**src/rtl/timer_bank_pkg.sv**
```systemverilog
package timer_bank_pkg;
  localparam int DATA_W   = 32;
  localparam int ADDR_W   = 8;

  // control bit positions
  localparam int CTL_EN   = 7;
  localparam int CTL_PER  = 6;
  localparam int CTL_FAST = 3;
  localparam int WIDE_EN  = 8;

  // register selects inside one timer window (addr[3:2])
  typedef enum logic [1:0] {
    SEL_LOAD  = 2'd0,
    SEL_VALUE = 2'd1,
    SEL_CTRL  = 2'd2,
    SEL_CLEAR = 2'd3
  } reg_sel_e;

  localparam logic [3:0] WIDE_WINDOW = 4'h6;

  function automatic logic [3:0] timer_window(input int idx);
    case (idx)
      0:       return 4'h0;
      1:       return 4'h2;
      default: return 4'h8;
    endcase
  endfunction
endpackage

```
**src/rtl/reload_timer.sv**
```systemverilog
module reload_timer
  import timer_bank_pkg::*;
#(
  parameter int W = 16
) (
  input  logic              clk,
  input  logic              rst_n,
  input  logic              wr_en,
  input  logic [1:0]        reg_sel,
  input  logic [DATA_W-1:0] wdata,
  input  logic              tick_fast,
  input  logic              tick_slow,
  output logic [DATA_W-1:0] rd_word,
  output logic              irq
);
  logic [W-1:0] load_q, cnt_q;
  logic         en_q, per_q, fast_q, irq_q;
  logic         load_wr, ctrl_wr, clr_wr, tick, uf;

  assign load_wr = wr_en && (reg_sel == SEL_LOAD);
  assign ctrl_wr = wr_en && (reg_sel == SEL_CTRL);
  assign clr_wr  = wr_en && (reg_sel == SEL_CLEAR);
  assign tick    = fast_q ? tick_fast : tick_slow;
  assign uf      = en_q && tick && (cnt_q == '0) && !load_wr;

  always_ff @(posedge clk) begin
    if (!rst_n) begin
      load_q <= '0;
      cnt_q  <= '0;
      en_q   <= 1'b0;
      per_q  <= 1'b0;
      fast_q <= 1'b0;
      irq_q  <= 1'b0;
    end else begin
      if (load_wr) begin
        load_q <= wdata[W-1:0];
        cnt_q  <= wdata[W-1:0];
      end else if (en_q && tick) begin
        if (cnt_q == '0) cnt_q <= per_q ? load_q : '1;
        else             cnt_q <= cnt_q - 1'b1;
      end
      if (ctrl_wr) begin
        en_q   <= wdata[CTL_EN];
        per_q  <= wdata[CTL_PER];
        fast_q <= wdata[CTL_FAST];
      end
      if (uf)          irq_q <= 1'b1;
      else if (clr_wr) irq_q <= 1'b0;
    end
  end

  always_comb begin
    rd_word = '0;
    case (reg_sel)
      SEL_LOAD:  rd_word = DATA_W'(load_q);
      SEL_VALUE: rd_word = DATA_W'(cnt_q);
      SEL_CTRL: begin
        rd_word[CTL_EN]   = en_q;
        rd_word[CTL_PER]  = per_q;
        rd_word[CTL_FAST] = fast_q;
      end
      default:   rd_word = '0;
    endcase
  end

  assign irq = irq_q;

  p_load_r2: assert property (@(posedge clk) disable iff (!rst_n)
    load_wr |=> cnt_q == $past(wdata[W-1:0]));
  p_hold_r3: assert property (@(posedge clk) disable iff (!rst_n)
    (!en_q && !load_wr) |=> $stable(cnt_q));
  p_reload_r5: assert property (@(posedge clk) disable iff (!rst_n)
    (uf && per_q) |=> cnt_q == $past(load_q));
  p_wrap_r6: assert property (@(posedge clk) disable iff (!rst_n)
    (uf && !per_q) |=> cnt_q == {W{1'b1}});
  p_sticky_r7: assert property (@(posedge clk) disable iff (!rst_n)
    (irq_q && !clr_wr) |=> irq_q);
  p_clear_r7: assert property (@(posedge clk) disable iff (!rst_n)
    (clr_wr && !uf) |=> !irq_q);
  p_uf_wins_r8: assert property (@(posedge clk) disable iff (!rst_n)
    uf |=> irq_q);
endmodule

```
**src/rtl/wide_counter.sv**
```systemverilog
module wide_counter
  import timer_bank_pkg::*;
#(
  parameter int FREE_W = 40
) (
  input  logic              clk,
  input  logic              rst_n,
  input  logic              wr_en,
  input  logic [1:0]        reg_sel,
  input  logic [DATA_W-1:0] wdata,
  input  logic              tick,
  output logic [DATA_W-1:0] rd_word
);
  logic [FREE_W-1:0] cnt_q;
  logic              en_q;
  logic              en_wr;

  assign en_wr = wr_en && (reg_sel == 2'd1);

  always_ff @(posedge clk) begin
    if (!rst_n) begin
      cnt_q <= '0;
      en_q  <= 1'b0;
    end else begin
      if (en_q && tick) cnt_q <= cnt_q + 1'b1;
      if (en_wr)        en_q  <= wdata[WIDE_EN];
    end
  end

  always_comb begin
    case (reg_sel)
      2'd0:    rd_word = cnt_q[DATA_W-1:0];
      2'd1: begin
        rd_word = DATA_W'(cnt_q >> DATA_W);
        rd_word[WIDE_EN] = en_q;
      end
      default: rd_word = '0;
    endcase
  end

  p_count_r10: assert property (@(posedge clk) disable iff (!rst_n)
    (en_q && tick) |=> cnt_q == $past(cnt_q) + 1'b1);
  p_idle_r10: assert property (@(posedge clk) disable iff (!rst_n)
    !en_q |=> $stable(cnt_q));
endmodule

```
**src/rtl/timer_bank.sv**
```systemverilog
module timer_bank
  import timer_bank_pkg::*;
#(
  parameter int NARROW_W = 16,
  parameter int WIDE_W   = 32,
  parameter int FREE_W   = 40
) (
  input  logic              clk,
  input  logic              rst_n,
  input  logic [ADDR_W-1:0] bus_addr,
  input  logic              bus_wr,
  input  logic [DATA_W-1:0] bus_wdata,
  output logic [DATA_W-1:0] bus_rdata,
  input  logic              tick_fast,
  input  logic              tick_slow,
  input  logic              tick_wide,
  output logic [2:0]        irq
);
  localparam int NUM_TMR = 3;

  logic [3:0]        window;
  logic [1:0]        sel;
  logic [DATA_W-1:0] tmr_rd [NUM_TMR];
  logic [NUM_TMR-1:0] tmr_hit;
  logic [DATA_W-1:0] wide_rd;
  logic              wide_hit;

  assign window   = bus_addr[ADDR_W-1:4];
  assign sel      = bus_addr[3:2];
  assign wide_hit = (window == WIDE_WINDOW);

  for (genvar i = 0; i < NUM_TMR; i++) begin : g_tmr
    localparam int TW = (i == NUM_TMR - 1) ? WIDE_W : NARROW_W;
    assign tmr_hit[i] = (window == timer_window(i));
    reload_timer #(.W(TW)) u_tmr (
      .clk       (clk),
      .rst_n     (rst_n),
      .wr_en     (bus_wr && tmr_hit[i]),
      .reg_sel   (sel),
      .wdata     (bus_wdata),
      .tick_fast (tick_fast),
      .tick_slow (tick_slow),
      .rd_word   (tmr_rd[i]),
      .irq       (irq[i])
    );
  end

  wide_counter #(.FREE_W(FREE_W)) u_wide (
    .clk     (clk),
    .rst_n   (rst_n),
    .wr_en   (bus_wr && wide_hit),
    .reg_sel (sel),
    .wdata   (bus_wdata),
    .tick    (tick_wide),
    .rd_word (wide_rd)
  );

  always_comb begin
    bus_rdata = wide_hit ? wide_rd : '0;
    for (int i = 0; i < NUM_TMR; i++)
      if (tmr_hit[i]) bus_rdata = bus_rdata | tmr_rd[i];
  end
endmodule

```
**config.mk**
```make
export PLATFORM = sky130hd
export DESIGN_NAME = timer_bank
export DESIGN_NICKNAME = d
export VERILOG_FILES = /design/src/rtl/timer_bank_pkg.sv /design/src/rtl/reload_timer.sv /design/src/rtl/wide_counter.sv /design/src/rtl/timer_bank.sv
export SDC_FILE = /design/constraint.sdc
export NUM_CORES = 1
export LEC_CHECK = 0
export ABC_AREA = 1
export BUFFER_PORTS_ARGS = -buffer_cell sky130_fd_sc_hd__buf_2
export CELL_PAD_IN_SITES_DETAIL_PLACEMENT = 1
export CELL_PAD_IN_SITES_GLOBAL_PLACEMENT = 1
export CORE_MARGIN = 5
export CORE_UTILIZATION = 30
export DETAILED_ROUTE_END_ITERATION = 10
export PLACE_DENSITY = 0.69
export SYNTH_ARGS = -nofsm -noshare
export SYNTH_HDL_FRONTEND = slang
export SYNTH_SLANG_ARGS = --single-unit
```
**constraint.sdc**
```tcl
create_clock -name clk -period 2.2 [get_ports clk]
set_clock_uncertainty 0.05 [all_clocks]
set_input_delay 0.44 -clock clk [delete_from_list [all_inputs] [get_ports clk]]
set_output_delay 0.44 -clock clk [all_outputs]
set_load 0.02 [all_outputs]
```
==> impl_metrics.env <==
export IMPL_period_needed_ps=2330
export IMPL_die_x_um=206
export IMPL_cp_max_fo=7
export IMPL_htree_levels=4
export IMPL_cts_tree="built"
export IMPL_postCtsHoldBufs=0
export IMPL_nNetsFinal=2112
export IMPL_dr_total_vias=13900
export IMPL_firstDrtPassIters=5
export IMPL_power_leakage_nw=6.32
export IMPL_detail_route_antenna_nets=0
export IMPL_initial_core_util_pct=30.4
export IMPL_violations="setup timing"
export IMPL_period_share_pct=106
export IMPL_fin_util_pct=40.1
export IMPL_hp_class="in -> reg"
export IMPL_dr_first_iter_drc_count=1240
export IMPL_grt_usage_pct=24.7
export IMPL_path_delay_family="buffers and inverters"
export IMPL_io_buffers=78
export IMPL_route_detailed_drc=0
export IMPL_synth_top_cell_area_share_pct=31.5
export IMPL_startpoint_type="input port"
export IMPL_ys_flop_type="dfxtp_1"
export IMPL_synth_largest_area_cell="dfxtp_1"
export IMPL_wirelength_um=53100
export IMPL_async_reset_ff_share_pct=0
export IMPL_max_stage_delay_ps=210
export IMPL_synth_edf_count=0
export IMPL_fp_row_count=71
export IMPL_r2r_end="u_wide.cnt_q[36]"
export IMPL_worstHoldStart="bus_wdata[22]"
export IMPL_worstPathArrival_ps=1840
export IMPL_grt_start_max_net_pins=92
export IMPL_root_buffer="clkbuf_16"
export IMPL_power_w=0.00819
export IMPL_powerDensity_mw_per_mm2=541
export IMPL_crit_chain="buf_12 > nor2_4 > buf_4 > buf_6 > buf_6 > nand2_1 > o21ai_0 > nand2_1 > nand4_1 > buf_6"
export IMPL_ff2ff_path_depth=8
export IMPL_antenna_found_initial=1
export IMPL_avgSynthCellArea_um2=6.09
export IMPL_clk_pin_slew_worst_paths_ps=70
export IMPL_path_common_cell="buf_6"
export IMPL_critPathCaptureType="primary output"
export IMPL_gp_congestion=0.944
export IMPL_setup_ws_ps=-134
export IMPL_drv_cap=0
export IMPL_die_h_um=206
export IMPL_finalHoldViolCount=0
export IMPL_drv_slew=0
export IMPL_seq_area_frac_synth_pct=31.5
export IMPL_synth_warnings=0
export IMPL_busiest_layer="met2"
export IMPL_rr_startpoint="u_wide.cnt_q[3]"
export IMPL_path_buf_inv=5
export IMPL_design_core_area_mm2=0.0378
export IMPL_ys_types=47
export IMPL_ys_top_cells_by_count="nand2_1 (488), inv_1 (221), nor2_1 (211)"
export IMPL_cts_buffer_depth=2
export IMPL_num_antenna_cells=0
export IMPL_clk_latency_ps=460
export IMPL_ys_ff_latch=181
export IMPL_setup_worst_path_start="bus_addr[2]"
export IMPL_hold_depth=3
export IMPL_syn_area_mm2=0.0115
export IMPL_syn_num_nets=1940
export IMPL_fmaxAchievable_mhz=428
export IMPL_die_area_mm2=0.0423
export IMPL_slew_headroom_pct=62.4
export IMPL_tightest_slew_ps=564
export IMPL_synth_top_cells_by_area="dfxtp_1 (32%), nand2_1 (16%), a21oi_1 (7.5%)"
export IMPL_place_hpwl_um=40000
export IMPL_path_class="in -> out"
export IMPL_rsz0062_at_grt="yes"
export IMPL_r2r_slack_ps=130
export IMPL_setup_violations=18
export IMPL_viasPerCell=5.36
export IMPL_synth_most_common_cell="nand2_1"
export IMPL_grt_pass1_wl_um=81600
export IMPL_peakVddDrop_mv=0.577
export IMPL_clock_sinks=181
export IMPL_crit_required_ps=1710
export IMPL_ios=81
export IMPL_overflow=0
export IMPL_holdPathEnd="g_tmr[2].u_tmr.load_q[22]"
export IMPL_wl_per_cell_um=20.6
export IMPL_grt_pass1_vias=14000
export IMPL_synthToLayoutAreaGrowth_pct=31.8
export IMPL_use_met1_pct=33.6
export IMPL_cts_buffers=17
export IMPL_gr_usage_met3_pct=3.17
export IMPL_synth_cells=1887
export IMPL_grt_use_met2_pct=41.2
export IMPL_status="finished, violations left"
export IMPL_drive_gt1_share_pct=19.6
export IMPL_crit_slowest_cell="nor2_4"
-- metal layers --
metal	routed length [um]	vias to the layer above
li1	-	6549
met1	23400	6800
met2	25100	423
met3	3170	78
met4	1440	2
met5	12	-
-- stage by stage --
step                      worst slack [ps]  hold WS [ps]  instances  area, um^2  setup TNS [ps]
after floorplan                       -116           390       1887       11500            -378
after global placement                -240           401       2526       13300           -4410
after detailed placement              -261           404       2526       13300           -5990
after CTS                            -59.1           187       2571       14600            -112
after global routing                  -184           206       2582       15100           -1890
final                                 -134           204       2582       15100            -868
-- cell usage in the layout (no fill, tap or decap), drive strengths merged, types with 6 or more instances in the layout --
master   instances
nand2          491
buf            232
nor2           225
inv            225
dfxtp          181
a21oi          174
o21ai          162
nand3          143
nor3            34
clkbuf          27
nand4           24
xor2            23
o22ai           23
o211ai          14
o311ai          14
a31oi            9
a221oi           9
ha               7
o2111ai          6
-- sequential cells by signal, indices dropped and copies added, names as in the netlist --
name / flops
g_tmr.u_tmr.en_q: 3
g_tmr.u_tmr.load_q: 64
g_tmr.u_tmr.per_q: 3
g_tmr.u_tmr.cnt_q: 64
u_wide.en_q: 1
u_wide.cnt_q: 40
g_tmr.u_tmr.irq: 3
g_tmr.u_tmr.fast_q: 3
-- final cells by class --
class                      count  area [um^2]
inverter                     230          897
fill                        4962        22600
timing repair buffer         236         2110
multi-input combinational   1393         7210
clock buffer                  23          488
sequential                   181         3630
tap                          511          639
clock inverter                 8          170
-- cells by family (layout without fill, tap and decap cells) --
family	after synthesis	count (layout)	synth area share (%)
buf+inv	313	497	10.8
simple gates	931	931	34.0
flops	181	181	31.5
fa+ha+maj	7	7	0.762
compound gates	430	430	21.0
xor+xnor	25	25	1.91
-- power by group --
group	switching [W]	leakage (nW)	total (W)	internal (W)
Clock	0.00142	0.315	0.00355	0.00213
Sequential	0.0000191	1.46	0.00331	0.00329
Combinational	0.000857	4.54	0.00133	0.000470
Total	0.00230	6.32	0.00819	0.00590
-- how the worst max path moves through the flow --
stage	endpoint	cells past startpoint	slack [ps]
detailed placement	bus_rdata[14]	8	-260
CTS	bus_rdata[15]	10	-60
global route	bus_rdata[2]	10	-180
finish	bus_rdata[2]	10	-130
floorplan	bus_rdata[25]	4	-120
global placement	bus_rdata[15]	9	-240
-- worst min-delay path: stages --
cell,delay (ps)
buf_2,90
nand2_1,70
a21oi_1,60
-- timing repair --
action                     4_1_cts  5_1_grt
pin swaps                       25       23
cloned                           1        3
resized for setup              146       91
buffers inserted                13       10
setup endpoints to repair       32       38
Note: power is estimated with default switching activity, not from simulation.
